--- src/rtl/ipi_cmd_pkg.sv ---
package ipi_cmd_pkg;

  localparam int REG_W    = 32;
  localparam int VEC_W    = 8;
  localparam int MODE_W   = 3;
  localparam int SH_W     = 2;
  localparam int NARROW_W = 8;

  // Bit positions inside the low half
  localparam int VEC_LSB  = 0;
  localparam int MODE_LSB = 8;
  localparam int LOG_BIT  = 11;
  localparam int STAT_BIT = 12;
  localparam int LVL_BIT  = 14;
  localparam int TRIG_BIT = 15;
  localparam int SH_LSB   = 18;

  typedef enum logic [MODE_W-1:0] {
    DM_FIXED  = 3'b000,
    DM_LOWPRI = 3'b001,
    DM_SMI    = 3'b010,
    DM_RSV_A  = 3'b011,
    DM_NMI    = 3'b100,
    DM_INIT   = 3'b101,
    DM_START  = 3'b110,
    DM_RSV_B  = 3'b111
  } dmode_e;

  typedef enum logic [SH_W-1:0] {
    SH_NONE   = 2'b00,
    SH_SELF   = 2'b01,
    SH_ALL    = 2'b10,
    SH_OTHERS = 2'b11
  } short_e;

  typedef struct packed {
    short_e             sh;
    logic               trig;
    logic               lvl;
    logic               logical;
    dmode_e             mode;
    logic [VEC_W-1:0]   vec;
  } cmd_lo_t;

  typedef struct packed {
    cmd_lo_t            f;
    logic [REG_W-1:0]   dest;
  } ipi_msg_t;

  function automatic logic mode_reserved(dmode_e m);
    return (m == DM_RSV_A) || (m == DM_RSV_B);
  endfunction

  function automatic cmd_lo_t decode_lo(logic [REG_W-1:0] w);
    cmd_lo_t r;
    r.vec     = w[VEC_LSB +: VEC_W];
    r.mode    = dmode_e'(w[MODE_LSB +: MODE_W]);
    r.logical = w[LOG_BIT];
    r.lvl     = w[LVL_BIT];
    r.trig    = w[TRIG_BIT];
    r.sh      = short_e'(w[SH_LSB +: SH_W]);
    return r;
  endfunction

endpackage

--- src/rtl/ipi_cmd_fields.sv ---
module ipi_cmd_fields
  import ipi_cmd_pkg::*;
#(
  parameter int DW  = REG_W,
  parameter int NDW = NARROW_W
) (
  input  logic          clk,
  input  logic          rst_n,
  input  logic          lo_we,
  input  logic          hi_we,
  input  cmd_lo_t       lo_d,
  input  logic [DW-1:0] hi_d,
  input  logic          wide_dest,
  input  logic          rd_hi,
  input  logic          pending,
  output cmd_lo_t       lo_q,
  output logic [DW-1:0] hi_q,
  output logic [DW-1:0] rd_data
);

  localparam logic [DW-1:0] NARROW_MASK = {{NDW{1'b1}}, {(DW-NDW){1'b0}}};

  cmd_lo_t       lo_n;
  logic [DW-1:0] hi_n;
  logic [DW-1:0] lo_view;

  always_comb begin
    lo_n = lo_q;
    hi_n = hi_q;
    if (lo_we) lo_n = lo_d;
    if (hi_we) hi_n = hi_d;
  end

  always_ff @(posedge clk or negedge rst_n) begin
    if (!rst_n) begin
      lo_q <= '0;
      hi_q <= '0;
    end else begin
      lo_q <= lo_n;
      hi_q <= hi_n;
    end
  end

  always_comb begin
    lo_view                      = '0;
    lo_view[VEC_LSB +: VEC_W]    = lo_q.vec;
    lo_view[MODE_LSB +: MODE_W]  = lo_q.mode;
    lo_view[LOG_BIT]             = lo_q.logical;
    lo_view[STAT_BIT]            = pending;
    lo_view[LVL_BIT]             = lo_q.lvl;
    lo_view[TRIG_BIT]            = lo_q.trig;
    lo_view[SH_LSB +: SH_W]      = lo_q.sh;
  end

  always_comb begin
    if (rd_hi) rd_data = wide_dest ? hi_q : (hi_q & NARROW_MASK);
    else       rd_data = lo_view;
  end

  // Stored low fields only move on an accepted trigger write
  assert_lo_hold_R8: assert property (@(posedge clk) disable iff (!rst_n)
    !lo_we |=> $stable(lo_q));

endmodule

--- src/rtl/ipi_launch_ctrl.sv ---
module ipi_launch_ctrl
  import ipi_cmd_pkg::*;
(
  input  logic   clk,
  input  logic   rst_n,
  input  logic   wr_lo,
  input  dmode_e req_mode,
  input  logic   msg_ready,
  output logic   lo_we,
  output logic   launch,
  output logic   pending_q,
  output logic   err_q
);

  logic accept;
  logic refuse;
  logic pend_n;
  logic err_n;

  always_comb begin
    accept = pending_q && msg_ready;
    lo_we  = wr_lo && !pending_q;
    launch = lo_we && !mode_reserved(req_mode);
    refuse = wr_lo && (pending_q || mode_reserved(req_mode));
    pend_n = pending_q;
    if (accept) pend_n = 1'b0;
    if (launch) pend_n = 1'b1;
    err_n  = err_q | refuse;
  end

  always_ff @(posedge clk or negedge rst_n) begin
    if (!rst_n) begin
      pending_q <= 1'b0;
      err_q     <= 1'b0;
    end else begin
      pending_q <= pend_n;
      err_q     <= err_n;
    end
  end

  assert_hold_pending_R7: assert property (@(posedge clk) disable iff (!rst_n)
    (pending_q && !msg_ready) |=> pending_q);

  assert_clear_after_accept_R7: assert property (@(posedge clk) disable iff (!rst_n)
    (pending_q && msg_ready) |=> !pending_q);

  assert_busy_write_flags_R8: assert property (@(posedge clk) disable iff (!rst_n)
    (wr_lo && pending_q) |=> err_q);

  assert_err_sticky_R10: assert property (@(posedge clk) disable iff (!rst_n)
    !$fell(err_q));

endmodule

--- src/rtl/ipi_msg_snap.sv ---
module ipi_msg_snap
  import ipi_cmd_pkg::*;
#(
  parameter int DW  = REG_W,
  parameter int NDW = NARROW_W
) (
  input  logic          clk,
  input  logic          rst_n,
  input  logic          launch,
  input  cmd_lo_t       lo_d,
  input  logic [DW-1:0] hi_q,
  input  logic          wide_dest,
  input  logic          valid,
  input  logic          ready,
  output ipi_msg_t      msg_q
);

  logic [DW-1:0] dest_fmt;
  ipi_msg_t      msg_n;

  generate
    if (NDW < DW) begin : g_narrow_pad
      always_comb begin
        dest_fmt = wide_dest ? hi_q : {{(DW-NDW){1'b0}}, hi_q[DW-1 -: NDW]};
        if (lo_d.sh != SH_NONE) dest_fmt = '0;
      end
    end else begin : g_full
      always_comb begin
        dest_fmt = hi_q;
        if (lo_d.sh != SH_NONE) dest_fmt = '0;
      end
    end
  endgenerate

  always_comb begin
    msg_n = msg_q;
    if (launch) begin
      msg_n.f    = lo_d;
      msg_n.dest = dest_fmt;
    end
  end

  always_ff @(posedge clk or negedge rst_n) begin
    if (!rst_n) msg_q <= '0;
    else        msg_q <= msg_n;
  end

  assert_msg_stable_R7: assert property (@(posedge clk) disable iff (!rst_n)
    (valid && !ready) |=> $stable(msg_q));

  assert_short_dest_zero_R6: assert property (@(posedge clk) disable iff (!rst_n)
    (launch && lo_d.sh != SH_NONE) |=> (msg_q.dest == '0));

endmodule

--- src/rtl/ipi_cmd_reg.sv ---
module ipi_cmd_reg
  import ipi_cmd_pkg::*;
#(
  parameter int DW  = REG_W,
  parameter int NDW = NARROW_W
) (
  input  logic              clk,
  input  logic              rst_n,
  input  logic              wide_dest,
  input  logic              wr_en,
  input  logic              wr_hi,
  input  logic [DW-1:0]     wr_data,
  input  logic              rd_hi,
  output logic [DW-1:0]     rd_data,
  output logic              err_flag,
  output logic              msg_valid,
  input  logic              msg_ready,
  output logic [VEC_W-1:0]  msg_vector,
  output logic [MODE_W-1:0] msg_mode,
  output logic              msg_logical,
  output logic              msg_level,
  output logic              msg_trigger,
  output logic [SH_W-1:0]   msg_shorthand,
  output logic [DW-1:0]     msg_dest
);

  logic     rs_meta;
  logic     rst_i;
  logic     wr_lo;
  logic     wr_up;
  cmd_lo_t  lo_d;
  cmd_lo_t  lo_q;
  logic [DW-1:0] hi_q;
  logic     lo_we;
  logic     launch;
  logic     pending;
  ipi_msg_t msg_q;

  // Asynchronous assertion, synchronous release
  always_ff @(posedge clk or negedge rst_n) begin
    if (!rst_n) begin
      rs_meta <= 1'b0;
      rst_i   <= 1'b0;
    end else begin
      rs_meta <= 1'b1;
      rst_i   <= rs_meta;
    end
  end

  always_comb begin
    wr_lo = wr_en && !wr_hi;
    wr_up = wr_en && wr_hi;
    lo_d  = decode_lo(wr_data);
  end

  ipi_launch_ctrl u_ctrl (
    .clk       (clk),
    .rst_n     (rst_i),
    .wr_lo     (wr_lo),
    .req_mode  (lo_d.mode),
    .msg_ready (msg_ready),
    .lo_we     (lo_we),
    .launch    (launch),
    .pending_q (pending),
    .err_q     (err_flag)
  );

  ipi_cmd_fields #(.DW(DW), .NDW(NDW)) u_fields (
    .clk       (clk),
    .rst_n     (rst_i),
    .lo_we     (lo_we),
    .hi_we     (wr_up),
    .lo_d      (lo_d),
    .hi_d      (wr_data),
    .wide_dest (wide_dest),
    .rd_hi     (rd_hi),
    .pending   (pending),
    .lo_q      (lo_q),
    .hi_q      (hi_q),
    .rd_data   (rd_data)
  );

  ipi_msg_snap #(.DW(DW), .NDW(NDW)) u_snap (
    .clk       (clk),
    .rst_n     (rst_i),
    .launch    (launch),
    .lo_d      (lo_d),
    .hi_q      (hi_q),
    .wide_dest (wide_dest),
    .valid     (pending),
    .ready     (msg_ready),
    .msg_q     (msg_q)
  );

  always_comb begin
    msg_valid     = pending;
    msg_vector    = msg_q.f.vec;
    msg_mode      = msg_q.f.mode;
    msg_logical   = msg_q.f.logical;
    msg_level     = msg_q.f.lvl;
    msg_trigger   = msg_q.f.trig;
    msg_shorthand = msg_q.f.sh;
    msg_dest      = msg_q.dest;
  end

  assert_reserved_no_send_R9: assert property (@(posedge clk) disable iff (!rst_i)
    (wr_lo && !msg_valid && mode_reserved(lo_d.mode)) |=> !msg_valid);

  assert_upper_write_no_send_R3: assert property (@(posedge clk) disable iff (!rst_i)
    (wr_up && !msg_valid) |=> !msg_valid);

  assert_launch_raises_R4: assert property (@(posedge clk) disable iff (!rst_i)
    launch |=> (msg_valid && msg_vector == $past(wr_data[VEC_LSB +: VEC_W])));

  assert_lo_store_R2: assert property (@(posedge clk) disable iff (!rst_i)
    lo_we |=> (lo_q.vec == $past(wr_data[VEC_LSB +: VEC_W])));

endmodule

--- config.mk ---
export PLATFORM = sky130hd
export DESIGN_NAME = ipi_cmd_reg
export DESIGN_NICKNAME = d
export VERILOG_FILES = /design/src/rtl/ipi_cmd_pkg.sv /design/src/rtl/ipi_cmd_fields.sv /design/src/rtl/ipi_launch_ctrl.sv /design/src/rtl/ipi_msg_snap.sv /design/src/rtl/ipi_cmd_reg.sv
export SDC_FILE = /design/constraint.sdc
export NUM_CORES = 1
export LEC_CHECK = 0
export BUFFER_PORTS_ARGS = -buffer_cell sky130_fd_sc_hd__buf_2
export CAP_MARGIN = 30
export CORE_MARGIN = 8
export CORE_UTILIZATION = 46
export CTS_CLUSTER_DIAMETER = 80
export CTS_CLUSTER_SIZE = 12
export DETAILED_ROUTE_END_ITERATION = 7
export PLACE_DENSITY = 0.74
export SYNTH_ARGS = -nofsm -noshare
export SYNTH_HDL_FRONTEND = slang
export SYNTH_SLANG_ARGS = --single-unit
--- constraint.sdc ---
create_clock -name clk -period 4 [get_ports clk]
set_input_delay 0.8 -clock clk [delete_from_list [all_inputs] [get_ports clk]]
set_output_delay 0.8 -clock clk [all_outputs]
set_load 0.02 [all_outputs]
# Word-level counts from Yosys, hierarchy flattened

Index checks and enable logic that the tools add are counted.

Register bits: 100
Input bits: 39
Word-level logic and storage cells: 40

Equality and inequality tests: 2
Multiplexer cells: 6
Bitwise gates (word level): 1
Reductions and logical operators: 13

Operators with widths:

| cell                 | number |
|---|---|
| $mux W32             | 3 |
| $mux W24             | 1 |
| $logic_and A1 B1 Y1  | 6 |
| $reduce_bool A2 Y1   | 2 |
| $eq A3 B2 Y1 const B | 1 |
| $eq A3 B3 Y1 const B | 1 |
| $logic_not A1 Y1     | 3 |
| $logic_or A1 B1 Y1   | 2 |
| $mux W1              | 2 |
| $or A1 B1 Y1         | 1 |

# Logic depth before layout (Yosys ltp)

Gate-level depths: netlist of the first run.

Depth after elaboration: 5
Mapped depth: 5
Mapped depth without buffers: 3

# By module

A second synthesis of the first run with hierarchy kept.

Cells, all modules: 272
Area total of the unflattened synthesis: 4162.7 um^2

Modules (own cells, without submodules):

| module          | times used | cells each | area an instance (um^2) | seq. area each (um^2) |
|---|---|---|---|---|
| ipi_cmd_fields  | 1          | 140        | 2089.5                  | 1201.2 |
| ipi_msg_snap    | 1          | 117        | 1903.1                  | 1201.2 |
| ipi_launch_ctrl | 1          | 10         | 100.1                   | 50.0 |
| ipi_cmd_reg     | 1          | 5          | 70.1                    | 50.0 |

# Worst setup path before layout of the first run

OpenSTA, ideal clock, no wires.

Kind: input-to-output
From: input wide_dest
To: output rd_data[10]
Arrival time: 1.771 ns
Path slack: 1.429 ns
Cell stages on the path: 5
Buffers on the path: 3
Path through: buf_2 -> buf_2 -> clkbuf_1 -> nand3_1 -> o21ai_0

Cells in the longest elaborated chain, start to end: 2

RTL lines:

| element            | RTL line             | source |
|---|---|---|
| start: declaration | ipi_cmd_reg.sv:9     | `input logic wide_dest,` |
| $mux W24           | ipi_cmd_fields.sv:56 | `if (rd_hi) rd_data = wide_dest ? hi_q : (hi_q & NARROW_MASK);` |
| $mux W32           | ipi_cmd_fields.sv:56 |  |
| end: declaration   | ipi_cmd_reg.sv:14    | `output logic [DW-1:0] rd_data,` |

No other way between the ends.

# Worst setup path after layout of the first run

From: input rd_hi
To: output rd_data[0]

Cells in the longest elaborated chain, start to end: 1

RTL lines:

| element            | RTL line             | source |
|---|---|---|
| start: declaration | ipi_cmd_reg.sv:13    | `input logic rd_hi,` |
| $mux W32           | ipi_cmd_fields.sv:56 |  |

No other way between the ends.

==> qor.csv, run 1 <==
stage;metric;value;unit
clock_tree;clk slew on worst S/H paths;0.09;ns
synth;mean post-synth cell area;11.1;sq um
power_and_ir_drop;combinational power share;23.1;%
clock_tree;Clock Sink Count;100;
power_and_ir_drop;Total Power;2.37;mW
hold_path;Hold WC Path Type;primary input to asynchronous set/reset pin;
critical_path;Reg2Reg Depth;4;
critical_path;cell repeated most along the worst path;buf_2;
global_routing;vias in the first global route;3387;
global_routing;largest net degree at the start of global routing;62;
timing;fmax;0.367;GHz
floorplan;core area;9150;sq um
synth;Distinct cells, synth;28;
clock_tree;CTS Hold Bufs;0;
synth;post-synthesis sequential area ratio;58.3;%
synth;Syn. warnings;0;
power_and_ir_drop;Switching Share;32.3;%
critical_path;slowest stage cell on the critical path;buf_2;
clock_tree;CTS tree;built;
power_and_ir_drop;Leakage;2.52;nW
timing;# setup viols final;0;
job;Max-cap violations;0;
critical_path;CP peak stage delay;0.59;ns
routing;met1 WL;4.77;mm
power_and_ir_drop;Pint;1.60;mW
floorplan;DIE HEIGHT;113;microns
routing;Antenna Nets Post-Route;0;
global_routing;global-route wire length before repair;17.7;mm
power_and_ir_drop;net switching power;765;uW
floorplan;Starting Density;46.9;%
timing;final hold violation count;0;
routing;via/cell ratio;5.22;
routing;Initial DRC Count;160;
placed_design;Routability Congestion;0.775;
run_status;status;completed;
routing;Avg WL per Cell;17.8;microns
placed_design;Post-Place Setup Slack;1.24;ns
critical_path;Reg2Reg Launch Point;u_ctrl.pending_q;
timing;fin worst setup slack;1.27;ns
floorplan;FP Rows;35;
cells_and_area;# diodes;0;
critical_path;Critical Path, Cell by Cell;buf_2 -> nand3_1 -> o21ai_0 -> buf_2;
synth;syn nets;425;
timing;total negative setup slack;0;ns
timing;fin crit share;68.2;%
clock_tree;CTS Root Cell;clkbuf_8;
clock_tree;post-CTS resize count;0;
cells_and_area;share of cells above drive strength 1;39.2;%
placed_design;DP HPWL;7.72;mm
timing;worst slew pin tran;0.957;ns
timing;unrepaired setup endpoints after global routing;false;
routing;DR vias;3177;
critical_path;Setup crit end kind;output port;
clock_tree;clk_lat worst skew;0.35;ns
routing;WL met2;5.31;mm
floorplan;Die Wd;113;microns
synth;number of synthesized register bits;100;
timing;fin crit period;2.73;ns
routing;top sig layer;met4;
power_and_ir_drop;Pwr per Cell Area;464;nW/um^2
cells_and_area;commonest non-fill, non-tap cell in the layout;buf_2;
cells_and_area;NumNets Final;532;
routing;DRC violations left;0;
critical_path;Crit. Startpoint;rd_hi;
critical_path;critical path fanouts, max;49;
timing;Slew Viols, Final;0;
routing;Met3 Wirelength;611;microns
timing;relative slew slack;36.1;%
cells_and_area;Area growth, synth to finish;18.9;%
clock_tree;TritonCTS Buffers;9;
power_and_ir_drop;Reg power frac;53.5;%
timing;Fin Clk Skew;0.00876;ns
global_routing;initial antenna violation count;0;
routing;DRT Wirelength;10.9;mm
clock_tree;post-CTS setup buffer count;0;
global_routing;grt ovf;0;
routing;total iterations of the first detailed-routing run;4;
cells_and_area;most frequent cells in the layout;buf_2, dfrtp_1, o21ai_0, mux2_2, inv_1;
critical_path;Setup CP Type;primary input to output port;
critical_path;worst endpoint required time;3.20;ns
synth;Mapped Cells;386;
placed_design;port bufs;120;
floorplan;die area;12700;sq um
critical_path;CP arrival;1.93;ns
synth;Mapped Area;4290;sq um
global_routing;Total GRT Usage;17.5;%
floorplan;I/O pin count;121;
clock_tree;maximum clock insertion buffer count;2;
power_and_ir_drop;Clk pwr share;23.3;%
critical_path;Setup crit start kind;primary input;
power_and_ir_drop;worst vdd ir;0.206;mV
clock_tree;H-tree Lvls;3;
## metrics by stage
step	hold WS, ns	utilization (%)	std cells	instance area [sq um]
2_1_floorplan	0.331	-	386	4290
3_3_place_gp	0.341	54.0	593	4940
3_5_place_dp	0.348	54.0	593	4940
4_1_cts	0.190	55.7	609	5100
5_1_grt	0.183	55.7	609	5100
6_report	0.209	55.7	609	5100
## cell families (layout without fill, tap and decap cells)
kind of cell	Yosys count	count (layout)	share of synthesized area (%)
flops	100	100	58.3
simple gates	91	91	11.6
buf+inv	70	182	6.76
compound gates	63	63	7.49
mux	61	61	15.8
other cells	1	1	0.0874
## power groups by stage
stage	clock network, mW	registers, mW	logic [mW]
floorplan	0	1.35	0.268
global placement	0	1.28	0.541
detailed placement	0	1.29	0.555
CTS	0.575	1.27	0.557
global route	0.612	1.29	0.595
finish	0.552	1.27	0.548
## cell type report
type                       count  area, sq um
clock inverter                 4         27.5
inverter                      42          158
multi-input combinational    216         1510
tap                          111          139
sequential                   100         2510
fill                         792         4050
clock buffer                  12          135
timing repair buffer         124          631
## worst max-delay path: cells and delay by family
kind            cells  cell delay (ns)
compound gates      1             0.16
buf+inv             2             0.82
simple gates        1             0.13
## registers in the layout (all words and copies together), names as in the netlist
name	cells
u_ctrl.err_q	1
rs_meta	1
u_ctrl.pending_q	1
u_fields.lo_q	16
u_fields.hi_q	32
u_snap.msg_q	48
rst_i	1
## per-layer routing
layer	up-vias	track usage (%)
met5	-	0
met4	0	6.74
met3	12	4.03
met2	91	28.8
met1	1561	21.9
li1	1513	-
## Yosys cell counts
cell       number  area [sq um]
nor3_1          1          5.00
nand2_1        18          67.6
buf_6           1          11.3
nand2b_1        1          6.26
buf_2          13          65.1
mux2_2         52           586
and3_1          7          43.8
nand4_1        24           150
a21oi_1         2          10.0
or2_2           1          6.26
a2bb2oi_1       1          8.76
nor3b_2         1          12.5
o21ai_0        57           285
nand2_2         2          12.5
o21ai_1         2          10.0
buf_4           1          7.51
buf_1           2          7.51
inv_1          42           158
dfrtp_1       100          2500
clkbuf_1       11          41.3
nor2_1          9          33.8
nor3b_4         1          18.8
conb_1          1          3.75
mux2i_1         8          80.1
mux2_1          1          11.3
o21bai_1        1          7.51
and2_1          9          56.3
nand3_1        17          85.1
## final timing paths
kind                                    end  slack (ns)
setup / recovery                 rd_data[0]        1.27
hold / removal                        rst_i        0.21
max in group asynchronous  u_snap.msg_q[13]        2.56
min in group clk                      rst_i        0.36
setup reg to reg           u_snap.msg_q[47]        1.85
hold reg to reg                       rst_i        0.36
Note: power is estimated with default switching activity, not from simulation.
==> inputs of run 2 (changes only) <==
--- a/config.mk
+++ b/config.mk
@@ -5,6 +5,7 @@
 export SDC_FILE = /design/constraint.sdc
 export NUM_CORES = 1
 export LEC_CHECK = 0
+export ABC_AREA = 1
 export BUFFER_PORTS_ARGS = -buffer_cell sky130_fd_sc_hd__buf_2
 export CAP_MARGIN = 30
 export CORE_MARGIN = 8
@@ -12,7 +13,7 @@
 export CTS_CLUSTER_DIAMETER = 80
 export CTS_CLUSTER_SIZE = 12
 export DETAILED_ROUTE_END_ITERATION = 7
-export PLACE_DENSITY = 0.74
+export PLACE_DENSITY = 0.76
 export SYNTH_ARGS = -nofsm -noshare
 export SYNTH_HDL_FRONTEND = slang
 export SYNTH_SLANG_ARGS = --single-unit
==> constraint.sdc (replaced) <==
create_clock -name clk -period 2.21 [get_ports clk]
set_input_delay 0.442 -clock clk [delete_from_list [all_inputs] [get_ports clk]]
set_output_delay 0.442 -clock clk [all_outputs]
set_load 0.02 [all_outputs]
==> qor.csv, run 2 <==
stage;metric;value;unit;change
run_status;status;completed;;
cells_and_area;# diodes;0;;unchanged
floorplan;die area;12900;sq um;+1.7%
routing;DRC violations left;0;;unchanged
global_routing;initial antenna violation count;0;;unchanged
routing;Initial DRC Count;225;;+41%
global_routing;grt ovf;0;;unchanged
synth;post-synth top area cell;dfrtp_1;;
power_and_ir_drop;Pwr per Cell Area;816;nW/um^2;+76%
cells_and_area;NumNets Final;700;;+32%
global_routing;Total GRT Usage;18.4;%;+0.87 points
cells_and_area;share of cells above drive strength 1;23.6;%;-16 points
global_routing;M2 GR Usage;30.6;%;+1.8 points
synth;Distinct cells, synth;19;;-32%
global_routing;global-route wire length before repair;19.2;mm;+8.1%
clock_tree;CTS Root Cell;clkbuf_8;;
critical_path;RR Endpoint;u_snap.msg_q[22];;
floorplan;core area;9240;sq um;+0.96%
synth;mean post-synth cell area;7.95;sq um;-29%
synth;number of synthesized register bits;100;;unchanged
global_routing;met1 GRT Util;23.2;%;+1.3 points
critical_path;CP peak stage delay;0.41;ns;-0.18 ns
floorplan;I/O pin count;121;;unchanged
synth;FFs w/ async S/R, synth;100;%;unchanged
clock_tree;Clock Sink Count;100;;unchanged
routing;total iterations of the first detailed-routing run;5;;+1
timing;unrepaired setup endpoints after global routing;false;;
critical_path;Reg2Reg Launch Point;u_ctrl.pending_q;;
timing;Fin Clk Skew;0.0158;ns;+0.00704 ns
hold_path;Hold EP;u_ctrl.pending_q;;
synth;Mapped Cells;551;;+43%
placed_design;Post-Place Setup Slack;0.358;ns;-0.884 ns
timing;fin crit share;85.0;%;
clock_tree;CTS tree;built;;
placed_design;port bufs;120;;unchanged
cells_and_area;Area growth, synth to finish;21.0;%;
hold_path;Hold WC Path Type;primary input to register;;
cells_and_area;largest register by flop count;u_snap.msg_q;;
cells_and_area;largest registers;u_snap.msg_q (48), u_fields.hi_q (32), u_fields.lo_q (16);;
timing;# setup viols final;0;;unchanged
floorplan;DIE HEIGHT;114;microns;+0.87%
synth;Mapped Area;4380;sq um;+2.0%
synth;Post-synth EDFFs;0;;unchanged
clock_tree;TritonCTS Buffers;9;;unchanged
placed_design;DP HPWL;8.47;mm;+9.7%
critical_path;critical path fanouts, max;25;;-49%
timing;worst slew pin tran;0.521;ns;-0.436 ns
timing;fin crit period;1.88;ns;
clock_tree;maximum clock insertion buffer count;2;;unchanged
routing;Antenna Nets Post-Route;0;;unchanged
clock_tree;clk slew on worst S/H paths;0.09;ns;about the same
timing;fin worst setup slack;0.331;ns;-0.942 ns
cells_and_area;Largest register FFs;48;;unchanged
synth;syn nets;590;;+39%
floorplan;Starting Density;47.4;%;+0.50 points
routing;DR vias;3829;;+21%
global_routing;GRT Max-Usage Layer;met2;;
cells_and_area;Multi-input gate area;1580;sq um;+4.8%
synth;count leader, synth;nand2_1;;
critical_path;slowest stage cell on the critical path;buf_2;;
timing;Slew Viols, Final;0;;unchanged
critical_path;CP arrival;1.44;ns;-0.49 ns
timing;relative slew slack;65.1;%;+29 points
floorplan;Die Wd;114;microns;+0.87%
clock_tree;clk_lat worst skew;0.37;ns;+0.02 ns
critical_path;Critical Path, Cell by Cell;buf_2 -> nand2_1 -> o21ai_0 -> buf_2;;
synth;Synth top cells by count;nand2_1, dfrtp_1, o21ai_0;;
synth;post-synthesis sequential area ratio;57.1;%;-1.2 points
clock_tree;post-CTS resize count;0;;unchanged
critical_path;Setup crit end kind;output port;;
placed_design;Routability Congestion;0.814;;+5.1%
cells_and_area;storage element area;2510;sq um;unchanged
floorplan;FP Rows;35;;unchanged
cells_and_area;fillers;882;;+11%
critical_path;Setup CP Type;primary input to output port;;
routing;via/cell ratio;4.82;;-7.7%
critical_path;Reg2Reg Setup Slack;0.75;ns;-1.10 ns
routing;DRT Wirelength;11.7;mm;+7.3%
critical_path;Reg2Reg Depth;6;;+2
synth;top_reg_cell synth;dfrtp_1;;
clock_tree;H-tree Lvls;3;;unchanged
critical_path;Setup crit start kind;primary input;;
timing;total negative setup slack;0;ns;unchanged
cells_and_area;most frequent cells in the layout;nand2_1, buf_2, dfrtp_1, o21ai_0, nor2_1;;
cells_and_area;commonest non-fill, non-tap cell in the layout;nand2_1;;
timing;final hold violation count;0;;unchanged
synth;Syn. warnings;0;;unchanged
power_and_ir_drop;Leakage;3.07;nW;+22%
timing;fmax;0.532;GHz;
routing;Avg WL per Cell;14.7;microns;-18%
synth;post-synth top area share;57.1;%;-1.2 points
synth;top post-synthesis cells by area;dfrtp_1, nand2_1, o21ai_0;;
global_routing;grt met3 use;4.28;%;+0.25 points
critical_path;worst endpoint required time;1.77;ns;-1.43 ns
hold_path;Min-Delay Path Depth;2;;
power_and_ir_drop;worst vdd ir;0.385;mV;+87%
hold_path;Hold Startpoint;msg_ready;;
critical_path;cell repeated most along the worst path;buf_2;;
job;Max-cap violations;0;;unchanged
global_routing;largest net degree at the start of global routing;69;;+11%
global_routing;vias in the first global route;4020;;+19%
## run 2: cell types whose count changed after synthesis, moves of 9 or more
cell and delta:
nand2_1 +259, mux2_2 -52, nand4_1 -24, nor2_1 +22
inv_1 -16, and2_1 -9
## run 2: kinds of logic (layout without fill, tap and decap cells)
group | Yosys count | after routing | synth area share (%)
and+or+nand+nor | 328 | 328 | 29.1
DFF | 100 | 100 | 57.1
buffers and inverters | 63 | 178 | 6.88
AOI/OAI and AO/OA | 59 | 59 | 6.80
other | 1 | 1 | 0.0856
## run 2: layout make-up
class / count / share of cell area [%]
clock inverter: 7 / 1.58
tap: 129 / 3.04
timing repair buffer: 133 / 13.9
multi-input combinational: 388 / 29.8
clock buffer: 9 / 2.34
sequential: 100 / 47.3
inverter: 29 / 2.05
## run 2: worst max path at each step
stage	start	endpoint	slack, ns	depth (start not counted)
3_3_place_gp	wide_dest	rd_data[2]	0.43	4
5_1_grt	wide_dest	rd_data[1]	0.21	4
3_5_place_dp	wide_dest	rd_data[10]	0.36	4
4_1_cts	wide_dest	rd_data[10]	0.35	4
2_1_floorplan	rd_hi	rd_data[11]	0.40	4
6_report	wide_dest	rd_data[1]	0.33	4
## run 2: routing by layer
metal	part of all wire (%)	wire length (microns)
met4	1.1	133
met1	45	5280
met5	0	0
met3	6.3	736
met2	47	5500
## run 2: report_power, final
part	total, mW	internal, mW	switching [mW]
logic	0.900	0.294	0.606
clock network	1.22	0.542	0.678
registers	2.21	2.06	0.148
## run 2: worst max-delay path, delay by kind of cell
kind	cells	cell delay, ns
buffers and inverters	2	0.62
AO/OA/AOI/OAI	1	0.22
AND/OR/NAND/NOR	1	0.15
## run 2: through the flow
step           cells  instance area (sq um)  util [%]  total power, mW  hold WS (ns)
2_1_floorplan    551                   4380         -             2.80         0.146
3_3_place_gp     778                   5080      55.0             3.12         0.228
3_5_place_dp     778                   5080      55.0             3.15         0.232
4_1_cts          795                   5300      57.4             4.36         0.246
5_1_grt          795                   5300      57.4             4.56         0.242
6_report         795                   5300      57.4             4.33         0.257
## run 2: timing repair
action / 4_1_cts / 5_1_grt
buffers inserted: 0 / 0
hold buffers: 1 / 0
endpoints found under the hold margin: 2 / 0
==> inputs of run 3 (changes only) <==
--- a/config.mk
+++ b/config.mk
@@ -13,7 +13,10 @@
 export CTS_CLUSTER_DIAMETER = 80
 export CTS_CLUSTER_SIZE = 12
 export DETAILED_ROUTE_END_ITERATION = 7
+export GPL_TIMING_DRIVEN = 0
 export PLACE_DENSITY = 0.76
+export RECOVER_POWER = 100
 export SYNTH_ARGS = -nofsm -noshare
 export SYNTH_HDL_FRONTEND = slang
+export SYNTH_HIERARCHICAL = 1
 export SYNTH_SLANG_ARGS = --single-unit
==> qor.csv, run 3 <==
stage;metric;value;unit;change
critical_path;critical path fanouts, max;10;;-60%
run_status;failing checks;design-rule violations;;
critical_path;Critical Path, Cell by Cell;nor2_1 -> nand2_1 -> inv_1 -> buf_4 -> nand2_4 -> nor2_8 -> clkbuf_1 -> nand2_1 -> nand2_1;;
timing;unrepaired setup endpoints after global routing;false;;
synth;number of synthesized register bits;100;;unchanged
timing;fin worst setup slack;0.443;ns;+0.112 ns
hold_path;Min-Delay Path Depth;3;;+1
global_routing;Total GRT Usage;18.5;%;+0.15 points
critical_path;RR Endpoint;u_snap/msg_q[11];;
clock_tree;clk slew on worst S/H paths;0.09;ns;about the same
global_routing;grt ovf;0;;unchanged
routing;Antenna Nets Post-Route;0;;unchanged
floorplan;I/O pin count;121;;unchanged
routing;DRC violations left;2;;+2
cells_and_area;commonest non-fill, non-tap cell in the layout;nand2_1;;
critical_path;Setup crit end kind;register;;
clock_tree;clk_lat worst skew;0.37;ns;about the same
cells_and_area;share of cells above drive strength 1;11.2;%;-12 points
critical_path;slowest stage cell on the critical path;dfrtp_1;;
synth;FFs w/ async S/R, synth;100;%;unchanged
clock_tree;H-tree Lvls;3;;unchanged
timing;relative slew slack;15.0;%;-50 points
routing;Avg WL per Cell;13.8;microns;-6.1%
cells_and_area;# diodes;0;;unchanged
critical_path;CP arrival;2.08;ns;+0.64 ns
run_status;status;finished with violations;;
placed_design;Post-Place Setup Slack;0.388;ns;+0.0296 ns
critical_path;worst endpoint required time;2.53;ns;+0.76 ns
power_and_ir_drop;Pwr per Cell Area;793;nW/um^2;-2.9%
timing;fmax;0.566;GHz;+6.3%
timing;fin crit share;80.0;%;-5.1 points
timing;total negative setup slack;0;ns;unchanged
cells_and_area;most frequent cells in the layout;nand2_1, dfrtp_1, clkbuf_1, inv_1, buf_2;;
global_routing;vias in the first global route;3977;;-1.1%
global_routing;largest net degree at the start of global routing;71;;+2.9%
floorplan;core area;9730;sq um;+5.3%
floorplan;DIE HEIGHT;116;microns;+2.2%
synth;Synth top cells by count;nand2_1, dfrtp_1, inv_1;;
critical_path;Setup crit start kind;register;;
critical_path;Reg2Reg Launch Point;u_ctrl/pending_q;;
job;Max-cap violations;0;;unchanged
synth;Syn. warnings;6;;+6
global_routing;initial antenna violation count;0;;unchanged
clock_tree;CTS Root Cell;clkbuf_8;;
timing;# setup viols final;0;;unchanged
critical_path;WP depth;9;;+5
power_and_ir_drop;worst vdd ir;0.303;mV;-21%
timing;Fin Clk Skew;0.00628;ns;-0.00952 ns
synth;Mapped Area;4610;sq um;+5.2%
hold_path;Hold WC Path Type;primary input to register;;
synth;count leader, synth;nand2_1;;
critical_path;Worst Setup EP;u_snap/msg_q[11];;
timing;fin crit period;1.77;ns;-0.112 ns
synth;mean post-synth cell area;7.74;sq um;-2.6%
cells_and_area;Largest register FFs;48;;unchanged
synth;top post-synthesis cells by area;dfrtp_1, nand2_1, buf_6;;
cells_and_area;NumNets Final;765;;+9.3%
floorplan;die area;13500;sq um;+4.4%
synth;Post-synth EDFFs;0;;unchanged
cells_and_area;largest registers;u_snap/msg_q (48), u_fields/hi_q (32), u_fields/lo_q (16);;
floorplan;FP Rows;36;;+2.9%
cells_and_area;largest register by flop count;u_snap/msg_q;;
critical_path;Largest delay share family, worst path;simple AND/OR/NAND/NOR gates;;
clock_tree;TritonCTS Buffers;9;;unchanged
clock_tree;Clock Sink Count;100;;unchanged
critical_path;cell repeated most along the worst path;nand2_1;;
cells_and_area;Area growth, synth to finish;18.1;%;
routing;DR vias;3933;;+2.7%
clock_tree;maximum clock insertion buffer count;2;;unchanged
placed_design;port bufs;118;;-1.7%
placed_design;Routability Congestion;0.833;;+2.2%
routing;DRT Wirelength;11.9;mm;+2.1%
synth;Distinct cells, synth;19;;unchanged
synth;top_reg_cell synth;dfrtp_1;;
synth;Mapped Cells;595;;+8.0%
critical_path;Crit. Startpoint;u_ctrl/pending_q;;
floorplan;Die Wd;116;microns;+2.2%
critical_path;CP peak stage delay;0.44;ns;+0.03 ns
timing;worst slew pin tran;1.28;ns;+0.754 ns
timing;final hold violation count;0;;unchanged
synth;post-synth top area share;54.3;%;-2.8 points
synth;syn nets;634;;+7.5%
critical_path;WP buf/inv;3;;+1
floorplan;Starting Density;47.4;%;-0.056 points
routing;Initial DRC Count;236;;+4.9%
placed_design;DP HPWL;9.09;mm;+7.3%
power_and_ir_drop;Leakage;3.25;nW;+5.9%
critical_path;Reg2Reg Setup Slack;0.44;ns;-0.31 ns
synth;post-synthesis sequential area ratio;54.3;%;-2.8 points
synth;post-synth top area cell;dfrtp_1;;
critical_path;Reg2Reg Depth;9;;+3
critical_path;Setup CP Type;register to register;;
clock_tree;CTS tree;built;;
routing;via/cell ratio;4.55;;-5.5%
clock_tree;post-CTS resize count;0;;unchanged
routing;total iterations of the first detailed-routing run;8;;+3
cells_and_area;fillers;992;;+12%
global_routing;global-route wire length before repair;19.4;mm;+1.0%
timing;Slew Viols, Final;0;;unchanged
[run 3: final cells by class]
cell class	count	area [sq um]	area share [%]
sequential	100	2500	46.0
multi-input combinational	414	1620	29.7
buffer	30	226	4.16
clock buffer	12	155	2.85
clock inverter	4	47.5	0.874
timing repair buffer	120	523	9.61
tap	133	166	3.06
inverter	51	201	3.70
[run 3: worst min-delay path by stage]
stage	slack, ns	endpoint	start
detailed placement	0.23	rs_meta	rst_n
floorplan	0.15	rs_meta	rst_n
global placement	0.23	rs_meta	rst_n
finish	0.27	u_fields/hi_q[22]	wr_data[22]
global route	0.26	u_fields/hi_q[25]	wr_data[25]
CTS	0.25	u_fields/hi_q[21]	wr_data[21]
[run 3: stage by stage]
step | std cells | power, mW | instance area [sq um] | hold WS, ns | util (%)
after floorplan | 595 | 2.85 | 4610 | 0.146 | -
after global placement | 846 | 3.18 | 5370 | 0.227 | 55.1
after detailed placement | 847 | 3.22 | 5400 | 0.230 | 55.5
after CTS | 864 | 4.43 | 5610 | 0.245 | 57.6
after global routing | 864 | 4.59 | 5440 | 0.258 | 55.9
final | 864 | 4.31 | 5440 | 0.267 | 55.9
[run 3: metal layers]
layer / wire, microns / vias to the layer above / global-route usage (%)
met1: 5200 / 1809 / 22.5
met2: 5750 / 111 / 30.9
met5: 0 / - / 0
li1: - / 2002 / -
met4: 146 / 0 / 7.00
met3: 798 / 11 / 4.85
[run 3: repair_timing]
item                                   4_1_cts  5_1_grt
hold buffers                                 1        0
setup buffers                                0        0
endpoints found under the hold margin        2        0
[run 3: logic make-up (layout without fill, tap and decap cells)]
logic type | after synthesis | after routing | synth area share, %
other | 1 | 1 | 0.0814
flip-flops | 100 | 100 | 54.3
AO/OA/AOI/OAI | 1 | 1 | 0.163
buffers and inverters | 81 | 217 | 10.6
AND/OR/NAND/NOR | 412 | 412 | 34.9
[run 3: power by group]
part | switching [mW] | internal [mW]
clock network | 0.612 | 0.582
logic | 0.619 | 0.276
registers | 0.166 | 2.06
[run 3: worst reg2reg max path, cell delays in order, from the launching register on]
cell	delay, ns
dfrtp_1	0.44
nor2_1	0.15
nand2_1	0.09
inv_1	0.06
buf_4	0.19
nand2_4	0.09
nor2_8	0.13
clkbuf_1	0.36
nand2_1	0.12
nand2_1	0.08
